[src/rtl/irqg_pkg.sv]
package irqg_pkg;

    localparam int DATA_W  = 8;
    localparam int LVL_W   = 2;
    localparam int VEC_W   = 24;
    localparam logic [VEC_W-1:0] VEC_ADDR = 24'h000024;

    typedef enum logic [1:0] {
        RA_FLAG = 2'd0,
        RA_EN   = 2'd1,
        RA_PRIO = 2'd2,
        RA_RSVD = 2'd3
    } reg_addr_e;

    typedef struct packed {
        logic             flag;
        logic             en;
        logic [LVL_W-1:0] prio;
    } irq_state_t;

endpackage

[src/rtl/irqg_regs.sv]
module irqg_regs
    import irqg_pkg::*;
#(
    parameter int DW = DATA_W
) (
    input  logic          clk,
    input  logic          rst_n,
    input  logic          evt_i,
    input  logic          wr_i,
    input  logic [1:0]    addr_i,
    input  logic [DW-1:0] wdata_i,
    output irq_state_t    state_o,
    output logic [DW-1:0] rdata_o
);
    irq_state_t st_d, st_q;
    logic       clr_hit;

    always_comb begin
        st_d    = st_q;
        clr_hit = 1'b0;
        if (wr_i) begin
            unique case (reg_addr_e'(addr_i))
                RA_FLAG: clr_hit = wdata_i[0];
                RA_EN:   st_d.en = wdata_i[0];
                RA_PRIO: st_d.prio = wdata_i[LVL_W-1:0];
                default: ;
            endcase
        end
        if (clr_hit) st_d.flag = 1'b0;
        if (evt_i)   st_d.flag = 1'b1;
    end

    always_ff @(posedge clk or negedge rst_n) begin
        if (!rst_n) st_q <= '0;
        else        st_q <= st_d;
    end

    always_comb begin
        rdata_o = '0;
        unique case (reg_addr_e'(addr_i))
            RA_FLAG: rdata_o[0] = st_q.flag;
            RA_EN:   rdata_o[0] = st_q.en;
            RA_PRIO: rdata_o[LVL_W-1:0] = st_q.prio;
            default: ;
        endcase
    end

    assign state_o = st_q;

    AST_FLAG_SET: assert property (@(posedge clk) disable iff (!rst_n)
        evt_i |=> st_q.flag);
    AST_FLAG_CLR: assert property (@(posedge clk) disable iff (!rst_n)
        (wr_i && addr_i == 2'd0 && wdata_i[0] && !evt_i) |=> !st_q.flag);
    AST_FLAG_HOLD: assert property (@(posedge clk) disable iff (!rst_n)
        (!evt_i && !(wr_i && addr_i == 2'd0 && wdata_i[0])) |=> $stable(st_q.flag));
    AST_RSVD_WR: assert property (@(posedge clk) disable iff (!rst_n)
        (wr_i && addr_i == 2'd3) |=> ($stable(st_q.en) && $stable(st_q.prio)));
endmodule

[src/rtl/irqg_lvl_cmp.sv]
module irqg_lvl_cmp #(
    parameter int W = 2
) (
    input  logic [W-1:0] prio_i,
    input  logic [W-1:0] lvl_i,
    output logic         above_o
);
    assign above_o = (prio_i > lvl_i);

    AST_ZERO_NEVER_ABOVE: assert final ((prio_i != '0) || !above_o);
endmodule

[src/rtl/irqg_gate.sv]
module irqg_gate
    import irqg_pkg::*;
#(
    parameter int                 DW  = DATA_W,
    parameter int                 VW  = VEC_W,
    parameter logic [VEC_W-1:0]   VEC = VEC_ADDR
) (
    input  logic          clk,
    input  logic          rst_n,
    input  logic          evt_i,
    input  logic          wr_i,
    input  logic [1:0]    addr_i,
    input  logic [DW-1:0] wdata_i,
    output logic [DW-1:0] rdata_o,
    input  logic [LVL_W-1:0] cpu_lvl_i,
    output logic          irq_o,
    output logic [VW-1:0] vector_o
);
    irq_state_t st;
    logic       above;

    irqg_regs #(.DW(DW)) regs_i (
        .clk     (clk),
        .rst_n   (rst_n),
        .evt_i   (evt_i),
        .wr_i    (wr_i),
        .addr_i  (addr_i),
        .wdata_i (wdata_i),
        .state_o (st),
        .rdata_o (rdata_o)
    );

    irqg_lvl_cmp #(.W(LVL_W)) cmp_i (
        .prio_i  (st.prio),
        .lvl_i   (cpu_lvl_i),
        .above_o (above)
    );

    assign irq_o    = st.flag & st.en & above;
    assign vector_o = irq_o ? VW'(VEC) : '0;

    AST_RST_QUIET: assert property (@(posedge clk) disable iff (!rst_n)
        $rose(rst_n) |-> !irq_o);
    AST_IRQ_NEEDS_EN: assert property (@(posedge clk) disable iff (!rst_n)
        irq_o |-> (st.en && st.flag));
    AST_IRQ_STRICT: assert property (@(posedge clk) disable iff (!rst_n)
        irq_o |-> (st.prio > cpu_lvl_i));
    AST_VEC_WITH_IRQ: assert property (@(posedge clk) disable iff (!rst_n)
        irq_o |-> (vector_o == VW'(VEC)));
    AST_VEC_IDLE: assert property (@(posedge clk) disable iff (!rst_n)
        !irq_o |-> (vector_o == '0));
endmodule

[config.mk]
export PLATFORM = sky130hd
export DESIGN_NAME = irqg_gate
export DESIGN_NICKNAME = d
export VERILOG_FILES = /design/src/rtl/irqg_pkg.sv /design/src/rtl/irqg_regs.sv /design/src/rtl/irqg_lvl_cmp.sv /design/src/rtl/irqg_gate.sv
export SDC_FILE = /design/constraint.sdc
export NUM_CORES = 1
export LEC_CHECK = 0
export BUFFER_PORTS_ARGS = -buffer_cell sky130_fd_sc_hd__buf_2
export CELL_PAD_IN_SITES_DETAIL_PLACEMENT = 1
export CELL_PAD_IN_SITES_GLOBAL_PLACEMENT = 2
export CORE_ASPECT_RATIO = 2
export CORE_UTILIZATION = 17
export DETAILED_ROUTE_END_ITERATION = 8
export PLACE_DENSITY_LB_ADDON = 0.1
export SETUP_SLACK_MARGIN = 0.05
export SYNTH_ARGS = -nofsm -noshare
export SYNTH_HDL_FRONTEND = slang
export SYNTH_SLANG_ARGS = --single-unit
[constraint.sdc]
create_clock -name clk -period 2 [get_ports clk]
set_input_delay 0.4 -clock clk [delete_from_list [all_inputs] [get_ports clk]]
set_output_delay 0.4 -clock clk [all_outputs]
set_load 0.1 [all_outputs]
==> impl_results.md <==
* Status: complete, no violations
* Sequential share of power at 0.137
* Min-Delay Path Class: primary input to flop
* Unique masters post-synth at 16
* Max cap viols at 0
* Synthesized area per cell at 9.56 um2
* FF-to-FF End: regs_i.state_o[1]
* RSZ-0062 raised after global routing: true
* CP Data Arrival Time at 1.52 ns
* IO Count at 49
* Post-Route WL at 938 um
* Later-pin clock latency in the skew report at 0.22 ns
* Hold Crit Endpoint: regs_i.state_o[3]
* Clock share of power at 0.215
* Comb power frac at 0.648
* Worst R2R Setup Slack at 1.07 ns
* F_max at 522 MHz
* Ant diodes at 0
* WL/cell at 9.57 um
* Post-layout util at 0.224
* CTS Buffer Depth at 2
* Cell Int Power at 332 uW
* First-pass GRT wire length at 1260 um
* CP endpoint kind: output pin
* Chip Height at 79.2 um
* Fin crit period at 1.92 ns
* CTS Sinks at 4
* CP startpoint kind: flop
* Number of remaining DRC errors at 0
* Leak at 0.000341 uW
* Final #Nets at 89
* Core footprint at 0.00280 mm2
* CP cell instances: ha_4, nor2b_4, o2111a_2, buf_12
* Iteration-0 DRC Markers at 3
* Fin crit share at 0.958
* Clk_skew at 0 ns
* Root Driver: clkbuf_8
* Antenna-violating nets left at 0
* Hold Vio Cnt, Final at 0
* Sw Ratio at 0.580
* Mapped cell area at 507 um2
* Max Slew Vio Count at 0
* Synthesized instance count at 53
* GPL Wtd Cong at 0.675
* Num CTS Buffers at 3
* Die area at 0.00322 mm2
* Port Buffers at 14
* Largest register FFs at 4
* Area delta synth->final at 23.7%
* Worst Path Required at 1.60 ns
* Clock H-tree levels at 1
* Main flop type after synthesis: dfrtp_1
* Worst reg2reg path depth at 2
* Post-synth top cells: 30 x buf_4, 4 x dfrtp_1, 3 x mux2_4
* Crit path max fanout at 3
* Post-synth EDFFs at 0
* Synth warn at 0
* Slowest cell on crit path: dfrtp_2
* Pre-CTS setup slack at 0.166 ns
* DR pass1 iterations at 2
* Vias in the first global route at 261
* Clock slew seen by the registers of the worst setup and hold paths at 0.03 ns
* Hold slack at 0.375 ns
* Gr usage total at 0.0629
* Hold Path Depth at 2
* Post-route setup slack at 0.0842 ns
* PD cells at 1260 mW/mm2
* Share of layout cells above drive strength 1 at 0.420
* Finish-stage setup viols at 0
* Seq/Total Area, Yosys at 0.198
* Yosys reg bits at 4
* Setup_tns at 0 ns
* Setup CP Type: flop to output pin
* Maximum vdd drop at 0.000309 V
* Cell with the most instances after synthesis: buf_4
* Ranking of synthesized cells by area: buf_4 44%, dfrtp_1 20%, mux2_4 8.9%, ha_1 4.9%, nand3b_4 4.0%
* Crit-path max cell delay at 0.42 ns
* Post-DP HPWL at 784 um
* CTS tree: yes
* HP Start: evt_i
* Die Wd at 40.6 um
* Dpl cells at 93
* Post-route insts no fill at 98
* RR Startpoint: regs_i.state_o[1]
* Gr ovfl total at 0
* Antenna violations before repair at 0
* Starting Density at 0.181
* Routed via count at 308
* Filler cells at 341
* Vias per std cell at 3.14
* Top cell type by total area after synthesis: buf_4
* Synth async-reset ratio at 1.00
* Area fraction of the dominant cell type after synthesis at 0.444
* Core Rows at 27
* Largest net degree at the start of global routing at 7
* Switching power at 458 uW
through the flow:
stage	power [uW]	cell area, um2
after global placement	609	559
after CTS	789	619
after floorplan	596	658
after global routing	821	627
final	790	627
after detailed placement	608	559
final cells by class:
class / count / area (um2) / area share
Multi-Input combinational cell: 44 / 300 / 0.479
Timing Repair Buffer: 16 / 133 / 0.212
Sequential cell: 4 / 101 / 0.162
Clock buffer: 3 / 41.3 / 0.0659
Tap cell: 29 / 36.3 / 0.0579
Inverter: 2 / 15.0 / 0.0240
how the worst max path moves through the flow:
stage                      startpoint           to  slack (ns)  depth (start not counted)
floorplan           regs_i.state_o[1]  vector_o[2]       -0.02                          4
global placement         cpu_lvl_i[1]        irq_o        0.16                          6
detailed placement       cpu_lvl_i[1]  vector_o[2]        0.17                          6
CTS                 regs_i.state_o[1]  vector_o[2]        0.04                          4
global route        regs_i.state_o[1]  vector_o[2]        0.04                          4
finish              regs_i.state_o[1]        irq_o        0.08                          4
power groups by stage:
stage | Combinational (uW) | Sequential [uW] | Clock (uW)
floorplan | 493 | 104 | 0
global placement | 497 | 113 | 0
detailed placement | 496 | 112 | 0
CTS | 506 | 111 | 172
global route | 530 | 111 | 180
finish | 512 | 109 | 170
layout by cell type (no fill, tap or decap), drive strengths merged:
cell,synthesis,final
buf,30,15
o21ai,1,1
nand3b,3,3
a21o,1,1
conb,1,28
o2111a,1,1
nor2b,1,1
ha,2,2
dlygate4sd3,0,1
clkbuf,0,3
nand4bb,1,1
and3b,1,1
mux2i,1,1
dfrtp,4,4
nand2,1,1
mux2,3,3
inv,2,2
repair_timing:
| action | 4_1_cts | 5_1_grt |
|---|---|---|
| setup endpoints to repair | 3 | 3 |
| hold buffers | 1 | 0 |
| resized for setup | 1 | 2 |
| pin swaps | 1 | 2 |
| setup buffers | 1 | 0 |
| hold endpoints to repair | 4 | 0 |
per-layer routing:
metal	GRT usage	wire length (um)	up-vias
met5	0	0	-
met4	0.0500	17	0
met3	0.0251	77	2
met2	0.0905	564	26
met1	0.0676	279	133
li1	-	-	147
worst max-delay path, delay by kind of cell (launching register included):
family,cells,cell delay [ns]
DFF,1,0.42
AOI/OAI and AO/OA,1,0.29
adders and majority gates,1,0.27
buffers and inverters,1,0.20
and+or+nand+nor,1,0.12
cell families (layout without fill, tap and decap cells):
| family | count (synthesis) | in the layout | synth area share |
|---|---|---|---|
| buf+inv | 32 | 21 | 0.459 |
| compound gates | 3 | 3 | 0.0469 |
| simple gates | 7 | 7 | 0.131 |
| fa+ha+maj | 2 | 2 | 0.0494 |
| flops | 4 | 4 | 0.198 |
| other cells | 1 | 28 | 0.00740 |
| mux | 4 | 4 | 0.109 |
Note: power is estimated with default switching activity, not from simulation.
